**config.mk**
```make
export PLATFORM = sky130hd
export DESIGN_NAME = sar_burst_seq
export DESIGN_NICKNAME = d
export VERILOG_FILES = /design/src/rtl/sar_seq_pkg.sv /design/src/rtl/sar_seq_rate.sv /design/src/rtl/sar_seq_timer.sv /design/src/rtl/sar_seq_gate.sv /design/src/rtl/sar_burst_seq.sv
export SDC_FILE = /design/constraint.sdc
export NUM_CORES = 1
export LEC_CHECK = 0
export BUFFER_PORTS_ARGS = -buffer_cell sky130_fd_sc_hd__buf_2
export CAP_MARGIN = 20
export CORE_MARGIN = 2
export CORE_UTILIZATION = 56
export CTS_CLUSTER_DIAMETER = 150
export DETAILED_ROUTE_END_ITERATION = 12
export PLACE_DENSITY = 0.83
export RECOVER_POWER = 25
export SYNTH_ARGS = -nofsm -noshare
export SYNTH_HDL_FRONTEND = slang
export SYNTH_SLANG_ARGS = --single-unit
```
**constraint.sdc**
```tcl
create_clock -name clk_i -period 3.9 [get_ports clk_i]
set_input_delay 0.195 -clock clk_i [delete_from_list [all_inputs] [get_ports clk_i]]
set_output_delay 0.195 -clock clk_i [all_outputs]
set_load 0.1 [all_outputs]
```
**src/rtl/sar_seq_pkg.sv**
```systemverilog
package sar_seq_pkg;

   typedef enum logic [1:0] {
      IFC_FWD     = 2'd0,
      IFC_HDR     = 2'd1,
      IFC_HDR_EXT = 2'd2
   } ifc_e;

   // number of bit-clock slots needed to shift one result out
   function automatic int unsigned burst_slots(input int unsigned data_bits,
                                               input int unsigned hdr_bits,
                                               input ifc_e        ifc);
      int unsigned n;
      case (ifc)
         IFC_HDR:     n = data_bits + hdr_bits;
         IFC_HDR_EXT: n = data_bits + hdr_bits + 1;
         default:     n = data_bits;
      endcase
      return n;
   endfunction

endpackage

```
**src/rtl/sar_seq_rate.sv**
```systemverilog
module sar_seq_rate #(
   parameter int unsigned CNT_W          = 12,
   parameter int unsigned MIN_PERIOD_CYC = 5
) (
   input  logic             clk_i,
   input  logic             rst_ni,
   input  logic             enable_i,
   input  logic [CNT_W-1:0] period_cyc_i,
   output logic             tick_o
);

   localparam logic [CNT_W-1:0] MIN_P = CNT_W'(MIN_PERIOD_CYC);

   logic [CNT_W-1:0] per_eff;
   logic [CNT_W-1:0] cnt_q;

   always_comb begin
      per_eff = (period_cyc_i < MIN_P) ? MIN_P : period_cyc_i;
   end

   always_ff @(posedge clk_i or negedge rst_ni) begin
      if (!rst_ni) begin
         cnt_q <= '0;
      end else if (!enable_i) begin
         cnt_q <= '0;
      end else if (cnt_q >= per_eff - 1'b1) begin
         cnt_q <= '0;
      end else begin
         cnt_q <= cnt_q + 1'b1;
      end
   end

   assign tick_o = enable_i && (cnt_q == '0);

endmodule

```
**src/rtl/sar_seq_timer.sv**
```systemverilog
module sar_seq_timer #(
   parameter int unsigned CNT_W         = 12,
   parameter int unsigned ELAP_W        = 13,
   parameter int unsigned MAX_PULSE_CYC = 2,
   parameter int unsigned MIN_READY_CYC = 5
) (
   input  logic              clk_i,
   input  logic              rst_ni,
   input  logic              start_i,
   input  logic [CNT_W-1:0]  pulse_cyc_i,
   input  logic [CNT_W-1:0]  ready_cyc_i,
   input  logic [ELAP_W-1:0] burst_len_i,
   output logic              conv_o,
   output logic              busy_o,
   output logic [ELAP_W-1:0] elap_o,
   output logic [ELAP_W-1:0] ready_o,
   output logic [ELAP_W-1:0] len_o
);

   localparam logic [CNT_W-1:0] MAX_PW = CNT_W'(MAX_PULSE_CYC);
   localparam logic [CNT_W-1:0] MIN_RD = CNT_W'(MIN_READY_CYC);

   logic [CNT_W-1:0]  pw_eff, rd_eff;
   logic [ELAP_W-1:0] pw_q, rd_q, len_q, elap_q, last_slot;
   logic              conv_q;

   always_comb begin
      if (pulse_cyc_i == '0)       pw_eff = CNT_W'(1);
      else if (pulse_cyc_i > MAX_PW) pw_eff = MAX_PW;
      else                          pw_eff = pulse_cyc_i;
      rd_eff    = (ready_cyc_i < MIN_RD) ? MIN_RD : ready_cyc_i;
      last_slot = rd_q + len_q;
   end

   // elapsed-cycle counter: 1 in the first strobe cycle, 0 when idle
   always_ff @(posedge clk_i or negedge rst_ni) begin
      if (!rst_ni) begin
         elap_q <= '0;
         pw_q   <= '0;
         rd_q   <= '0;
         len_q  <= '0;
      end else if (start_i) begin
         elap_q <= ELAP_W'(1);
         pw_q   <= ELAP_W'(pw_eff);
         rd_q   <= ELAP_W'(rd_eff);
         len_q  <= burst_len_i;
      end else if (elap_q != '0) begin
         if (elap_q == last_slot) elap_q <= '0;
         else                     elap_q <= elap_q + 1'b1;
      end
   end

   always_ff @(posedge clk_i or negedge rst_ni) begin
      if (!rst_ni) begin
         conv_q <= 1'b0;
      end else if (start_i) begin
         conv_q <= 1'b1;
      end else if (conv_q && (elap_q == pw_q)) begin
         conv_q <= 1'b0;
      end
   end

   assign conv_o  = conv_q;
   assign busy_o  = (elap_q != '0);
   assign elap_o  = elap_q;
   assign ready_o = rd_q;
   assign len_o   = len_q;

endmodule

```
**src/rtl/sar_seq_gate.sv**
```systemverilog
module sar_seq_gate #(
   parameter int unsigned ELAP_W = 13
) (
   input  logic [ELAP_W-1:0] elap_i,
   input  logic [ELAP_W-1:0] ready_i,
   input  logic [ELAP_W-1:0] len_i,
   output logic              gate_o
);

   logic [ELAP_W-1:0] last_slot;

   always_comb begin
      last_slot = ready_i + len_i;
      gate_o    = (elap_i > ready_i) && (elap_i <= last_slot);
   end

endmodule

```
**src/rtl/sar_burst_seq.sv**
```systemverilog
module sar_burst_seq #(
   parameter int unsigned CNT_W          = 12,
   parameter int unsigned DATA_BITS      = 16,
   parameter int unsigned HDR_BITS       = 2,
   parameter bit          LEGACY_EN      = 1'b1,
   parameter int unsigned MAX_PULSE_CYC  = 2,
   parameter int unsigned MIN_READY_CYC  = 5,
   parameter int unsigned MIN_PERIOD_CYC = 5
) (
   input  logic             clk_i,
   input  logic             rst_ni,
   input  logic             enable_i,
   input  logic             hdr_mode_i,
   input  logic             hdr_extra_i,
   input  logic [CNT_W-1:0] period_cyc_i,
   input  logic [CNT_W-1:0] pulse_cyc_i,
   input  logic [CNT_W-1:0] ready_cyc_i,
   output logic             conv_o,
   output logic             bclk_en_o,
   output logic             busy_o,
   output logic             overrun_o
);
   import sar_seq_pkg::*;

   localparam int unsigned ELAP_W   = CNT_W + 1;
   localparam int unsigned MAX_BITS = DATA_BITS + HDR_BITS + 1;

   initial begin
      assert (CNT_W >= 4) else $fatal(1, "CNT_W too small");
      assert (MAX_BITS < (1 << CNT_W)) else $fatal(1, "burst does not fit CNT_W");
      assert (MAX_PULSE_CYC >= 1 && MAX_PULSE_CYC < MIN_READY_CYC)
         else $fatal(1, "strobe must end before the ready time");
      assert (MIN_PERIOD_CYC >= 2 && MIN_PERIOD_CYC < (1 << CNT_W))
         else $fatal(1, "bad minimum period");
      assert (MIN_READY_CYC < (1 << CNT_W)) else $fatal(1, "bad minimum ready");
   end

   ifc_e              ifc;
   logic              tick, start, busy;
   logic [ELAP_W-1:0] burst_len, elap, ready_q, len_q;
   logic              overrun_q;

   always_comb begin
      if (!hdr_mode_i)                   ifc = IFC_FWD;
      else if (hdr_extra_i && LEGACY_EN) ifc = IFC_HDR_EXT;
      else                               ifc = IFC_HDR;
      burst_len = ELAP_W'(burst_slots(DATA_BITS, HDR_BITS, ifc));
   end

   sar_seq_rate #(
      .CNT_W         (CNT_W),
      .MIN_PERIOD_CYC(MIN_PERIOD_CYC)
   ) u_rate (
      .clk_i       (clk_i),
      .rst_ni      (rst_ni),
      .enable_i    (enable_i),
      .period_cyc_i(period_cyc_i),
      .tick_o      (tick)
   );

   assign start = tick && !busy;

   sar_seq_timer #(
      .CNT_W        (CNT_W),
      .ELAP_W       (ELAP_W),
      .MAX_PULSE_CYC(MAX_PULSE_CYC),
      .MIN_READY_CYC(MIN_READY_CYC)
   ) u_timer (
      .clk_i      (clk_i),
      .rst_ni     (rst_ni),
      .start_i    (start),
      .pulse_cyc_i(pulse_cyc_i),
      .ready_cyc_i(ready_cyc_i),
      .burst_len_i(burst_len),
      .conv_o     (conv_o),
      .busy_o     (busy),
      .elap_o     (elap),
      .ready_o    (ready_q),
      .len_o      (len_q)
   );

   sar_seq_gate #(
      .ELAP_W(ELAP_W)
   ) u_gate (
      .elap_i (elap),
      .ready_i(ready_q),
      .len_i  (len_q),
      .gate_o (bclk_en_o)
   );

   always_ff @(posedge clk_i or negedge rst_ni) begin
      if (!rst_ni)            overrun_q <= 1'b0;
      else if (!enable_i)     overrun_q <= 1'b0;
      else if (tick && busy)  overrun_q <= 1'b1;
   end

   assign busy_o    = busy;
   assign overrun_o = overrun_q;

endmodule

```
==> impl_metrics.csv, run 1 <==
group,metric,value,unit
outcome,status,"finished, violations left",
outcome,violations,"capacitance limit, slew limit",
pwr,p_sw,0.244,mW
sta,finalCritPeriodShare,0.977,
grt,grt_overflow,0,
die,core_region_area,6420,µm²
cells_and_area,num_antenna_cells,0,
die,pin_count,45,
critical_path,critical-path-top-delay-family,"simple AND/OR/NAND/NOR gates",
cts,clockRootBuffer,"clkbuf_8",
critical_path,crit_chain,"ha_1 -> inv_1 -> fa_2 -> and4b_1 -> o21ai_1 -> nor2_2 -> buf_4 -> nand4_1 -> ha_1 -> nand4_1 -> nor4_4 -> a31oi_2 -> a211oi_4 -> buf_12",
synth,ys_seq_area_frac,0.361,
sta,fmax,262,MHz
placement,place.port_buffers,43,
cts,cts_buffer_depth,2,
die,start_util,0.583,
cells_and_area,layout_commonest_cell,"dfrtp_1",
critical_path,reg2regPathDepth,15,
die,die_h,85.8,µm
drt,drc,0,
grt,grt_max_degree,55,
die,dieArea,7360,µm²
pwr,comb_power_share,0.094,
cts,cts_buffers,5,
critical_path,startpoint_type,"flip-flop",
sta,worst_slew_pin_slew,2.88,ns
synth,synth_edf_count,0,
cells_and_area,final_cell_mix,"dfrtp_1, ha_1, buf_2",
grt,grt_pass1_vias,3072,
cells_and_area,drive_above_1_share,0.148,
cells_and_area,layout.nets,532,
grt,grt_util_all_layers,0.244,
critical_path,reg2reg_to,"u_timer.elap_o[1]",
synth,syn_inst,402,
drt,wl_per_cell,16.0,µm
synth,synth.top_cell.area_share,0.361,
cells_and_area,area_growth_syn_to_layout,12.1,%
drt,dr.first_iter.drc_count,209,
critical_path,critPathCaptureType,"primary output",
synth,synth.net_count,488,
critical_path,critPathBufInv,3,
sta,setup_viol,0,
critical_path,crit_arrival,3.61,ns
cts,clock_latency,0.31,ns
die,die_w,85.8,µm
synth,ys_top_cells_by_area,"dfrtp_1, ha_1, xnor2_1",
critical_path,slowest_delay,0.39,ns
critical_path,r2r_slack,0.38,ns
cts,htreeDepth,2,
critical_path,cp.depth,14,
pwr,p_clk_frac,0.356,
cts,clock_sinks,54,
sta,slew_violations,55,
drt,wirelength,8390,µm
pwr,pwr-share-seq,0.550,
grt,grt_pass1_wl,14300,µm
cells_and_area,fin_util,0.654,
drt,dr.pass1.iters,4,
synth,postSynthAreaPerCell,9.32,µm²
drt,vias,3089,
job,drv_cap,1,
drt,postRouteAntennaNets,0,
pwr,intPower,0.792,mW
synth,async_flop_share,1.00,
cts,cts_tree,"done",
min_path,hold_path.class,"in -> reg",
critical_path,cpMaxStageDelayCell,"dfrtp_1",
synth,ys_seq_elements,54,
min_path,hold_depth,3,
cts,clk_pin_slew,0.09,ns
grt,antenna_found_initial,0,
drt,avgViaCountPerCell,5.90,
min_path,holdPathEnd,"u_timer.ready_o[6]",
critical_path,reg2reg_from,"u_timer.ready_o[0]",
placement,gp_congestion,0.812,
critical_path,critical_path_required,3.70,ns
critical_path,path_max_fanout,3,
pwr,powerDensity,247,nW/µm²
synth,synth_top_cell_by_area,"dfrtp_1",
sta,min_period,3.81,ns
pwr,vdd_drop_max,221,µV
pwr,switching_share,0.235,
synth,synth_flop_cell,"dfrtp_1",
synth,yosys_warnings,0,
min_path,hp-start,"ready_cyc_i[6]",
synth,synth_area,3740,µm²
synth,ys_types,50,
critical_path,path_class,"reg -> out",
placement,hpwl,6260,µm
sta,fin_setup_tns,0,ns
sta,clock_skew,0.00976,ns
sta,rsz0062_at_grt,"no",
cts,cts_hold_buf,0,
pwr,cellLeakagePower,2.03,nW
die,num_rows,29,
sta,maxSlewHeadroom,-0.921,
sta,finalHoldViolations,0,
## kinds of logic after synthesis
group | count (synthesis) | share of synthesized area
adder cells (fa/ha/maj) | 45 | 0.152
AND/OR/NAND/NOR | 168 | 0.247
flip-flops | 54 | 0.361
AO/OA/AOI/OAI | 55 | 0.0916
XOR/XNOR | 49 | 0.115
buffers and inverters | 31 | 0.0341
## power by group through the flow
stage,Sequential [mW],Clock (mW),Combinational (mW)
2_1_floorplan,0.591,0,0.0358
3_3_place_gp,0.580,0,0.0934
3_5_place_dp,0.580,0,0.0986
4_1_cts,0.569,0.374,0.0991
5_1_grt,0.570,0.396,0.111
6_report,0.569,0.369,0.0973
## Yosys cell counts, drive strengths merged (2+ instances only)
master and n:
a21o 4, a21oi 15, and2 10, and3 11, and4 5, buf 4
clkbuf 7, dfrtp 54, ha 44, inv 20, nand2 34, nand2b 5
nand3 18, nand3b 2, nand4 8, nor2 37, nor2b 3, nor3 8
nor4 13, nor4b 5, o21a 3, o21ai 21, o41ai 3, or2 2
or3 3, or4 2, xnor2 28, xor2 21
## how the worst max path moves through the flow
stage                  startpoint        end
2_1_floorplan  u_timer.ready_o[0]  bclk_en_o
3_3_place_gp   u_timer.ready_o[0]  bclk_en_o
3_5_place_dp   u_timer.ready_o[0]  bclk_en_o
4_1_cts        u_timer.ready_o[0]  bclk_en_o
5_1_grt        u_timer.ready_o[0]  bclk_en_o
6_report       u_timer.ready_o[0]  bclk_en_o
## sequential cells by signal (all words and copies together) (netlist names)
| signal | flops |
|---|---|
| u_timer.len_o | 3 |
| u_timer.conv_o | 1 |
| u_rate.cnt_q | 12 |
| u_timer.ready_o | 12 |
| overrun_o | 1 |
| u_timer.elap_o | 13 |
| u_timer.pw_q | 12 |
## layout make-up
type	count	area (µm²)
sequential	54	1350
fill	515	2220
timing repair buffer	48	264
clock buffer	7	76.3
clock inverter	1	30.0
tap	77	96.3
inverter	20	75.1
multi-input combinational	317	2300
## per-layer routing
layer,global-route usage,routed length (µm)
met3,0.0395,311
met4,0.0534,89
met2,0.420,4160
met1,0.325,3820
met5,0,0
## per-stage QoR
stage | worst slack (ns) | cell area, µm² | hold WS (ns) | power [mW] | std cells
after global routing | 0.000852 | 4200 | 0.135 | 1.08 | 524
after CTS | 0.0365 | 4160 | 0.0363 | 1.04 | 520
after floorplan | 0.257 | 3760 | -0.101 | 0.627 | 402
after detailed placement | 0.278 | 4040 | 0.370 | 0.679 | 512
after global placement | 0.391 | 4040 | 0.349 | 0.673 | 512
final | 0.0902 | 4200 | 0.112 | 1.04 | 524
## repair_timing
| action | CTS | global route |
|---|---|---|
| setup buffers | 0 | 4 |
| endpoints found under the setup margin | 1 | 1 |
| endpoints found under the hold margin | 0 | 0 |
| pin swaps | 2 | 4 |
| gates resized for setup | 2 | 4 |
## worst min-delay path, stage by stage
cell,delay [ns]
buf_2,0.09
nand2_1,0.04
o21ai_0,0.06
(Power assumes the default switching activity.)
==> inputs of run 2 (changes only) <==
--- a/config.mk
+++ b/config.mk
@@ -5,6 +5,7 @@
 export SDC_FILE = /design/constraint.sdc
 export NUM_CORES = 1
 export LEC_CHECK = 0
+export ABC_AREA = 1
 export BUFFER_PORTS_ARGS = -buffer_cell sky130_fd_sc_hd__buf_2
 export CAP_MARGIN = 20
 export CORE_MARGIN = 2
@@ -13,6 +14,7 @@
 export DETAILED_ROUTE_END_ITERATION = 12
 export PLACE_DENSITY = 0.83
 export RECOVER_POWER = 25
+export SLEW_MARGIN = 20
 export SYNTH_ARGS = -nofsm -noshare
 export SYNTH_HDL_FRONTEND = slang
 export SYNTH_SLANG_ARGS = --single-unit
==> impl_metrics.csv, run 2 <==
group,metric,value,unit
synth,synth_edf_count,0,
synth,postSynthAreaPerCell,7.54,µm²
critical_path,r2r_slack,0.81,ns
cells_and_area,layout.nets,680,
critical_path,startpoint_type,"flip-flop",
die,die_w,89.9,µm
synth,yosys_warnings,0,
critical_path,reg2reg_from,"u_timer.ready_o[0]",
drt,vias,3723,
synth,yosysMostFrequentCell,"nand2_1",
cts,cts_tree,"done",
critical_path,crit_chain,"ha_1 -> inv_1 -> fa_1 -> nor2_2 -> nand2_1 -> a21oi_4 -> nand2_1 -> nor3_1 -> xor2_1 -> ha_1 -> nand2_1 -> inv_1 -> nand2_1 -> nor3_2 -> o21ai_0 -> nand3_1 -> a21oi_2 -> buf_8",
sta,finalHoldViolations,0,
critical_path,slowest_delay,0.42,ns
grt,grt_util_all_layers,0.231,
cts,clk_pin_slew,0.10,ns
synth,synth_flop_cell,"dfrtp_1",
cells_and_area,area_growth_syn_to_layout,10.3,%
grt,use_met3,0.0260,
synth,ys_seq_elements,54,
placement,gp_congestion,0.958,
die,dieArea,8080,µm²
cells_and_area,layout_commonest_cell,"nand2_1",
critical_path,path_max_fanout,3,
grt,met1_usage,0.309,
grt,grt_pass1_vias,3524,
sta,slew_violations,55,
grt,grt_overflow,0,
critical_path,worstSetupStartpoint,"u_timer.ready_o[0]",
sta,setup_viol,0,
critical_path,cpMaxStageDelayCell,"fa_1",
die,start_util,0.573,
pwr,power,1.05,mW
die,core_region_area,7210,µm²
cts,clock_latency,0.31,ns
sta,fmax,279,MHz
synth,synth_top_cell_by_area,"dfrtp_1",
synth,synthTopCellsByCount,"nand2_1, inv_1, nor2_1, dfrtp_1, ha_1",
drt,avgViaCountPerCell,5.36,
synth,ys_types,36,
drt,dr.first_iter.drc_count,166,
sta,finalCritPeriodShare,0.918,
cells_and_area,num_antenna_cells,0,
sta,min_period,3.58,ns
cells_and_area,fillCellCount,679,
cells_and_area,fin_util,0.632,
cts,cts_hold_buf,0,
die,pin_count,45,
critical_path,reg2reg_to,"u_timer.elap_o[11]",
synth,ys_seq_area_frac,0.327,
cells_and_area,final_cell_mix,"nand2_1, inv_1, nor2_1",
critical_path,crit_arrival,3.39,ns
job,drv_cap,1,
cts,cts_buffers,5,
grt,busiest_layer,"met2",
die,num_rows,31,
placement,place.port_buffers,43,
critical_path,reg2regPathDepth,19,
critical_path,critPathCaptureType,"primary output",
grt,antenna_found_initial,0,
synth,synth.net_count,634,
drt,wl_per_cell,13.2,µm
critical_path,cp_common_cell,"nand2_1",
synth,syn_inst,548,
synth,synth_area,4130,µm²
synth,ys_top_cells_by_area,"dfrtp_1, ha_1, nand2_1",
min_path,hold_path.class,"in -> reg",
cts,clockRootBuffer,"clkbuf_8",
outcome,status,"finished, violations left",
cts,htreeDepth,2,
cts,clock_sinks,54,
die,die_h,89.9,µm
critical_path,crit_path_end,"bclk_en_o",
sta,worst_slew_pin_slew,2.89,ns
synth,synth.top_cell.area_share,0.327,
critical_path,path_class,"reg -> out",
synth,async_flop_share,1.00,
cells_and_area,largest_reg_flops,13,
drt,drc,0,
critical_path,critical_path_required,3.70,ns
drt,wirelength,9130,µm
drt,dr.pass1.iters,4,
sta,fin_setup_tns,0,ns
outcome,violations,"capacitance limit, slew limit",
grt,grt_use_met2,0.411,
pwr,vdd_drop_max,264,µV
cells_and_area,drive_above_1_share,0.138,
sta,clock_skew,0.00911,ns
pwr,powerDensity,231,nW/µm²
grt,grt_pass1_wl,15700,µm
grt,grt_max_degree,55,
cts,cts_buffer_depth,2,
sta,rsz0062_at_grt,"no",
sta,maxSlewHeadroom,-0.924,
drt,postRouteAntennaNets,0,
pwr,cellLeakagePower,2.31,nW
placement,hpwl,7240,µm
-- run 2: changes by cell type in the layout (fill, tap and decap cells not counted), sizes merged, moves of 5 or more --
cell,delta
and2,-8
a21oi,+10
xnor2,-22
inv,+61
nor2,+39
and3,-11
nor4,-7
nand2,+68
nand4,+15
and4,-5
nand2b,-5
nor4b,-5
o21ai,+14
nor3,+19
-- run 2: timing repair --
item	in CTS	in global routing
setup endpoints to repair	0	1
setup buffers	0	0
gates resized for setup	0	7
-- run 2: layer usage --
metal / vias to the layer above / wire [µm]
met2: 63 / 4660
li1: 1897 / -
met1: 1754 / 4080
met5: - / 0
met4: 0 / 67
met3: 9 / 322
-- run 2: critical path: cells and delay by family, from the launching register on --
family                   cells  cell delay, ns
AND/OR/NAND/NOR              8            0.83
buffers and inverters        3            0.33
AO/OA/AOI/OAI                3            0.45
adder cells (fa/ha/maj)      3            0.88
flip-flops                   1            0.40
XOR/XNOR                     1            0.19
-- run 2: cell type report --
cell class                      count  area [µm²]  share of cell area
Inverter                           82         309              0.0678
Sequential cell                    54        1350               0.297
Multi-Input combinational cell    406        2430               0.532
Tap cell                           99         124              0.0272
Timing Repair Buffer               45         236              0.0519
Clock inverter                      2        37.5             0.00824
Clock buffer                        6        72.6              0.0159
-- run 2: report_power, final --
| group | switching [mW] | internal (mW) |
|---|---|---|
| sequential | 0.00453 | 0.564 |
| combinational | 0.0717 | 0.0384 |
| clock | 0.184 | 0.192 |
| total | 0.260 | 0.794 |
-- run 2: stage by stage --
step	setup slack, ns	hold slack [ns]	cells	area (µm²)
CTS	0.0678	0.0295	694	4540
global placement	0.543	0.358	686	4430
finish	0.320	0.103	694	4560
detailed placement	0.441	0.367	686	4430
global route	0.0733	0.106	694	4560
floorplan	0.451	-0.101	548	4140
-- run 2: worst min-delay path by stage --
stage                          from                   to  slack [ns]  depth (start not counted)
global placement             rst_ni      u_timer.pw_q[9]        0.36                          2
floorplan                    rst_ni            overrun_o       -0.10                          0
CTS                          rst_ni   u_timer.ready_o[6]        0.03                          2
detailed placement           rst_ni      u_timer.pw_q[3]        0.37                          2
global route        ready_cyc_i[10]  u_timer.ready_o[10]        0.11                          3
finish               ready_cyc_i[6]   u_timer.ready_o[6]        0.10                          3
-- run 2: logic make-up after synthesis --
| family | share of synthesized area |
|---|---|
| DFF | 0.327 |
| buffers and inverters | 0.0899 |
| AOI/OAI and AO/OA | 0.0957 |
| and+or+nand+nor | 0.288 |
| xor gates and xnor gates | 0.0615 |
| adders and majority gates | 0.138 |
